<file path="src/rtl/qdc_pkg.sv">
package qdc_pkg;

    localparam int CH_COUNT = 4;
    localparam int CODE_W   = 16;
    localparam int FRAME_W  = 24;
    localparam int ADDR_W   = 3;

    localparam logic [ADDR_W-1:0] ADDR_BROADCAST = 3'd4;
    localparam logic [ADDR_W-1:0] CTRL_CFG       = 3'd1;
    localparam logic [ADDR_W-1:0] CTRL_CLEAR     = 3'd4;

    typedef enum logic [2:0] {
        SEL_DATA  = 3'b000,
        SEL_RANGE = 3'b001,
        SEL_POWER = 3'b010,
        SEL_CTRL  = 3'b011
    } reg_sel_e;

    typedef struct packed {
        logic              rd;
        logic              rsvd;
        reg_sel_e          sel;
        logic [ADDR_W-1:0] addr;
        logic [CODE_W-1:0] data;
    } frame_t;

    // Two's complement to offset binary: flip the MSB on bipolar channels.
    function automatic logic [CODE_W-1:0] code_in(input logic [CODE_W-1:0] raw,
                                                  input logic bipolar,
                                                  input logic twos);
        code_in = raw;
        code_in[CODE_W-1] = raw[CODE_W-1] ^ (bipolar & twos);
    endfunction

    function automatic logic [CODE_W-1:0] clear_code(input logic mid);
        clear_code = '0;
        clear_code[CODE_W-1] = mid;
    endfunction

endpackage

</file>
<file path="src/rtl/qdc_sync.sv">
module qdc_sync #(
    parameter int       W       = 1,
    parameter logic [W-1:0] RST_VAL = '0
) (
    input  logic         clk,
    input  logic         rst,
    input  logic [W-1:0] d,
    output logic [W-1:0] q
);
    logic [W-1:0] meta_q;

    always_ff @(posedge clk) begin
        if (rst) begin
            meta_q <= RST_VAL;
            q      <= RST_VAL;
        end else begin
            meta_q <= d;
            q      <= meta_q;
        end
    end
endmodule

</file>
<file path="src/rtl/qdc_frame_rx.sv">
module qdc_frame_rx import qdc_pkg::*; #(
    parameter int FRAME_BITS = FRAME_W,
    localparam int CNT_W = $clog2(FRAME_BITS + 2)
) (
    input  logic   clk,
    input  logic   rst,
    input  logic   cs_lvl,
    input  logic   cs_rise,
    input  logic   sclk_fall,
    input  logic   sdin_lvl,
    output logic   frame_valid,
    output frame_t frame
);
    localparam logic [CNT_W-1:0] CNT_FULL = CNT_W'(FRAME_BITS);
    localparam logic [CNT_W-1:0] CNT_SAT  = CNT_W'(FRAME_BITS + 1);

    logic [FRAME_BITS-1:0] shreg_q;
    logic [CNT_W-1:0]      cnt_q;

    always_ff @(posedge clk) begin
        if (rst) begin
            shreg_q <= '0;
            cnt_q   <= '0;
        end else if (cs_lvl) begin
            cnt_q <= '0;
        end else if (sclk_fall) begin
            shreg_q <= {shreg_q[FRAME_BITS-2:0], sdin_lvl};
            if (cnt_q != CNT_SAT) cnt_q <= cnt_q + CNT_W'(1);
        end
    end

    assign frame       = frame_t'(shreg_q);
    assign frame_valid = cs_rise && (cnt_q == CNT_FULL) && !frame.rsvd;
endmodule

</file>
<file path="src/rtl/qdc_chan_bank.sv">
module qdc_chan_bank import qdc_pkg::*; #(
    parameter int NCH = CH_COUNT,
    parameter int DW  = CODE_W
) (
    input  logic              clk,
    input  logic              rst,
    input  logic              frame_valid,
    input  frame_t            frame,
    input  logic              load_lvl,
    input  logic              load_fall,
    input  logic              cs_lvl,
    input  logic              clr_lvl,
    input  logic              tc_lvl,
    output logic [NCH*DW-1:0] dac_out
);
    logic [NCH-1:0] pwr_q;
    logic           clr_mid_q;
    logic is_wr, data_wr, range_wr, power_wr, cfg_wr, clr_cmd, clear_now, bulk_load;

    always_comb begin
        is_wr     = frame_valid && !frame.rd;
        data_wr   = is_wr && (frame.sel == SEL_DATA);
        range_wr  = is_wr && (frame.sel == SEL_RANGE);
        power_wr  = is_wr && (frame.sel == SEL_POWER);
        cfg_wr    = is_wr && (frame.sel == SEL_CTRL) && (frame.addr == CTRL_CFG);
        clr_cmd   = is_wr && (frame.sel == SEL_CTRL) && (frame.addr == CTRL_CLEAR);
        clear_now = !clr_lvl || clr_cmd;
        bulk_load = load_fall && cs_lvl;
    end

    always_ff @(posedge clk) begin
        if (rst) begin
            pwr_q     <= '0;
            clr_mid_q <= 1'b0;
        end else begin
            if (power_wr) pwr_q     <= frame.data[NCH-1:0];
            if (cfg_wr)   clr_mid_q <= frame.data[0];
        end
    end

    for (genvar ch = 0; ch < NCH; ch++) begin : g_ch
        logic          bip_q;
        logic [DW-1:0] in_q, dac_q, wr_code;
        logic          hit, in_wr;

        assign hit     = (frame.addr == ADDR_W'(ch)) || (frame.addr == ADDR_BROADCAST);
        assign in_wr   = data_wr && hit && pwr_q[ch];
        assign wr_code = code_in(frame.data, bip_q, tc_lvl);

        always_ff @(posedge clk) begin
            if (rst) begin
                bip_q <= 1'b0;
                in_q  <= '0;
                dac_q <= '0;
            end else begin
                if (range_wr && hit) bip_q <= frame.data[0];
                if (in_wr)           in_q  <= wr_code;
                if (clear_now)                 dac_q <= clear_code(clr_mid_q);
                else if (in_wr && !load_lvl)   dac_q <= wr_code;
                else if (bulk_load)            dac_q <= in_q;
            end
        end

        assign dac_out[ch*DW +: DW] = dac_q;
    end
endmodule

</file>
<file path="src/rtl/quad_dac_core.sv">
module quad_dac_core import qdc_pkg::*; #(
    parameter int NCH = CH_COUNT,
    parameter int DW  = CODE_W
) (
    input  logic              clk,
    input  logic              rst,
    input  logic              sclk,
    input  logic              sdin,
    input  logic              cs_n,
    input  logic              load_n,
    input  logic              clr_n,
    input  logic              twos_comp,
    output logic [NCH*DW-1:0] dac_out
);
    localparam int PIN_N = 6;

    logic [PIN_N-1:0] pins_lvl;
    logic sclk_lvl, cs_lvl, load_lvl, clr_lvl, sdin_lvl, tc_lvl;
    logic sclk_prev_q, cs_prev_q, load_prev_q;
    logic sclk_fall, cs_rise, load_fall;
    logic   frame_valid;
    frame_t frame;

    qdc_sync #(.W(PIN_N), .RST_VAL(6'b111100)) u_sync (
        .clk (clk),
        .rst (rst),
        .d   ({sclk, cs_n, load_n, clr_n, sdin, twos_comp}),
        .q   (pins_lvl)
    );

    assign {sclk_lvl, cs_lvl, load_lvl, clr_lvl, sdin_lvl, tc_lvl} = pins_lvl;

    always_ff @(posedge clk) begin
        if (rst) begin
            sclk_prev_q <= 1'b1;
            cs_prev_q   <= 1'b1;
            load_prev_q <= 1'b1;
        end else begin
            sclk_prev_q <= sclk_lvl;
            cs_prev_q   <= cs_lvl;
            load_prev_q <= load_lvl;
        end
    end

    assign sclk_fall = sclk_prev_q && !sclk_lvl;
    assign cs_rise   = !cs_prev_q && cs_lvl;
    assign load_fall = load_prev_q && !load_lvl;

    qdc_frame_rx #(.FRAME_BITS(FRAME_W)) u_rx (
        .clk         (clk),
        .rst         (rst),
        .cs_lvl      (cs_lvl),
        .cs_rise     (cs_rise),
        .sclk_fall   (sclk_fall),
        .sdin_lvl    (sdin_lvl),
        .frame_valid (frame_valid),
        .frame       (frame)
    );

    qdc_chan_bank #(.NCH(NCH), .DW(DW)) u_bank (
        .clk         (clk),
        .rst         (rst),
        .frame_valid (frame_valid),
        .frame       (frame),
        .load_lvl    (load_lvl),
        .load_fall   (load_fall),
        .cs_lvl      (cs_lvl),
        .clr_lvl     (clr_lvl),
        .tc_lvl      (tc_lvl),
        .dac_out     (dac_out)
    );
endmodule

</file>
<file path="config.mk">
export PLATFORM = sky130hd
export DESIGN_NAME = quad_dac_core
export DESIGN_NICKNAME = d
export VERILOG_FILES = /design/src/rtl/qdc_pkg.sv /design/src/rtl/qdc_sync.sv /design/src/rtl/qdc_frame_rx.sv /design/src/rtl/qdc_chan_bank.sv /design/src/rtl/quad_dac_core.sv
export SDC_FILE = /design/constraint.sdc
export NUM_CORES = 1
export LEC_CHECK = 0
export ABC_AREA = 0
export ABC_CLOCK_PERIOD_IN_PS = 3500
export BUFFER_PORTS_ARGS = -buffer_cell sky130_fd_sc_hd__buf_2
export CORE_UTILIZATION = 49
export CTS_BUF_LIST = sky130_fd_sc_hd__clkbuf_2 sky130_fd_sc_hd__clkbuf_4 sky130_fd_sc_hd__clkbuf_8
export CTS_CLUSTER_DIAMETER = 50
export CTS_CLUSTER_SIZE = 40
export DETAILED_ROUTE_END_ITERATION = 8
export PLACE_DENSITY = 0.68
export SLEW_MARGIN = 5
export SYNTH_ARGS = -nofsm -noshare
export SYNTH_HDL_FRONTEND = slang
export SYNTH_SLANG_ARGS = --single-unit
</file>
<file path="constraint.sdc">
create_clock -name clk -period 3.5 [get_ports clk]
set_input_delay 0.35 -clock clk [delete_from_list [all_inputs] [get_ports clk]]
set_output_delay 0.35 -clock clk [all_outputs]
set_load 0.05 [all_outputs]
</file>
==> results.json <==
{
  "drt_iter0_drc": 598,
  "drv_cap": 0,
  "synth.area.top_cells": "dfxtp_1 (50%), nand2_1 (11%), a21oi_1 (11%)",
  "worst_pin_slew_ns": 0.957,
  "area_growth_pct": 10.3,
  "cp-startpoint": "u_rx.cnt_q[1]",
  "cp.required_ns": 3.89,
  "first_pass_iters": 5,
  "cts_buffers": 17,
  "worstSetupEndpointType": "flop",
  "slowest_stage": "or4b_2",
  "rows": 43,
  "worstHoldStart": "clr_n",
  "finalHoldViolCount": 0,
  "yosysWarnings": 0,
  "power_mw": 3.55,
  "grt_pass1_vias": 5851,
  "wl_per_cell_um": 17.1,
  "root_buffer": "clkbuf_8",
  "netlist_area_um2": 7210,
  "io_buffers": 71,
  "layout-drive-gt1-share_pct": 15.2,
  "regArea_um2": 3620,
  "path_class": "flop to flop",
  "fin_cells": 1095,
  "crit_path_max_fanout": 16,
  "layout_worst_path_cycle_share_pct": 82.6,
  "max_freq_mhz": 346,
  "ys_seq_elements": 181,
  "die_h_um": 123,
  "drc": 0,
  "async_flop_share_pct": 0,
  "reg2reg_depth": 8,
  "synthFlopType": "dfxtp_1",
  "cts_max_path_buffers": 2,
  "ios": 72,
  "cts_setup_buffers": 0,
  "setup_tns_ns": 0,
  "critical-path-max-stage-delay_ns": 0.66,
  "cts_resized": 0,
  "postCtsHoldBufs": 0,
  "fin_skew_ns": 0.0106,
  "numClockSinks": 181,
  "grt_pass1_wl_mm": 30.3,
  "clkLatencyLatePin_ns": 0.46,
  "synth_top_area_share_pct": 50.3,
  "cts_htree_levels": 4,
  "peakVddDrop_uv": 271,
  "critPathBufInv": 2,
  "synth-edff-count": 0,
  "cp-start-kind": "flop",
  "critical-path-top-delay-family": "simple AND/OR/NAND/NOR gates",
  "vias": 6187,
  "multi_input_area_um2": 3240,
  "yosys.area.top_type": "dfxtp_1",
  "grt_overflow_total": 0,
  "fillCellCount": 1324,
  "timing.rr.end": "u_bank.g_ch[3].dac_q[2]",
  "floorplan.die_area_um2": 15200,
  "core_area_um2": 14100,
  "finalSetupViolations": 0,
  "hold_class": "input pin to flop",
  "rsz0062_at_grt": "false",
  "dpl.hpwl_mm": 11.3,
  "num_antenna_cells": 0,
  "crit_arrival_ns": 3.29,
  "slew_viol_final": 0,
  "start_util_pct": 51.1,
  "cp_num_cells": 8,
  "gp_congestion": 0.832,
  "die-width_um": 123,
  "status": "finished clean",
  "grt_max_degree": 82,
  "postSynthAreaPerCell_um2": 8.15,
  "fin_hold_ws_ns": 0.0659,
  "synth_cell_types": 47,
  "dpl.cell_count": 1066,
  "nets": 916,
  "grt_usage_pct": 26.3,
  "syn-num-nets": 895,
  "postLayoutCoreUtil_pct": 56.4,
  "path_cells": "inv_1 -> ha_1 -> or4b_2 -> nor4_4 -> buf_4 -> and2_1 -> a21oi_1 -> o22ai_1",
  "power.density_nw_per_um2": 447,
  "netlist_instances": 884,
  "endpoint": "u_bank.g_ch[3].dac_q[2]",
  "routed_via_density": 5.65,
  "wl_mm": 18.8,
  "regToRegStartpoint": "u_rx.cnt_q[1]",
  "antenna_found_initial": 0,
  "slew_headroom_pct": 36.1,
  "final.min_clock_period_ns": 2.89,
  "ant_nets": 0,
  "rrSetupSlack_ns": 0.61,
  "p_leak_nw": 3.08,
  "tritoncts": "built",
  "seq_area_frac_synth_pct": 50.3,
  "path_clk_slew_ns": 0.09
}
how the worst min path moves through the flow:
stage / endpoint / slack, ns / depth (start not counted)
2_1_floorplan: u_sync.q[2] / 0.39 / 1
3_3_place_gp: u_sync.q[5] / 0.39 / 1
3_5_place_dp: u_sync.q[2] / 0.40 / 1
4_1_cts: u_sync.meta_q[2] / 0.05 / 2
5_1_grt: u_sync.meta_q[5] / 0.05 / 2
6_report: u_sync.meta_q[2] / 0.07 / 2
kinds of logic (layout without fill, tap and decap cells):
logic type | Yosys count | count (layout) | synth area share (%)
simple gates | 362 | 362 | 23.3
compound gates | 226 | 226 | 17.4
flops | 181 | 181 | 50.3
buf+inv | 86 | 117 | 5.03
mux | 16 | 16 | 2.24
xor+xnor | 10 | 10 | 1.22
fa+ha+maj | 3 | 3 | 0.521
per-stage QoR:
step,setup slack [ns],instance area [um2]
3_5_place_dp,0.680,7580
2_1_floorplan,1.17,7210
6_report,0.608,7950
5_1_grt,0.420,7950
4_1_cts,0.634,7950
3_3_place_gp,0.759,7580
where the power goes:
group / leakage [nW] / internal (mW) / switching, mW
sequential: 1.46 / 2.07 / 0.00812
clock: 0.188 / 0.668 / 0.702
combinational: 1.43 / 0.0259 / 0.0799
Yosys cell counts (12+ instances only):
cell,count
o22ai_1,29
clkbuf_1,57
and3_1,30
nand3b_1,12
buf_2,23
or2_2,12
mux2i_1,15
a211o_1,15
nand2_1,219
nand3_1,16
nor2_1,28
dfxtp_1,181
a21oi_1,156
cell usage in the layout, fill, tap and decap left out, drive strengths merged, types with 3 or more instances in the layout:
cell type,synthesis,routed
inv,3,3
nor2,29,29
nand2b,4,4
nand2,220,220
o22ai,29,29
buf,26,85
or4b,3,3
mux2i,15,15
or2,12,12
clkbuf,57,26
a21oi,156,156
xnor2,8,8
and3,30,30
o21ai,9,9
nor4,4,4
nand3b,12,12
nor3,8,8
nor2b,7,7
nand3,17,17
dfxtp,181,181
a31oi,11,11
and2,6,6
ha,3,3
a211o,15,15
flip-flops by register name (all words and copies together) (netlist names), 4 cells and up:
name	flops
u_bank.g_ch.bip_q	4
u_bank.pwr_q	4
u_sync.q	6
u_sync.meta_q	6
u_bank.g_ch.dac_q	64
u_rx.frame	24
u_bank.g_ch.in_q	64
u_rx.cnt_q	5
cell type report:
cell class | instances | share of cell area (%)
Clock buffer | 26 | 4.11
Tap cell | 180 | 2.83
Clock inverter | 3 | 0.567
Timing Repair Buffer | 85 | 5.98
Multi-Input combinational cell | 617 | 40.8
Inverter | 3 | 0.142
Sequential cell | 181 | 45.6
per-layer routing:
metal	vias to the layer above	GRT usage [%]	routed length [um]
met5	-	0	0
met4	0	8.96	423
met3	25	5.67	1060
met2	200	43.3	8640
met1	2910	34.0	8660
li1	3052	-	-
(Power assumes the default switching activity.)
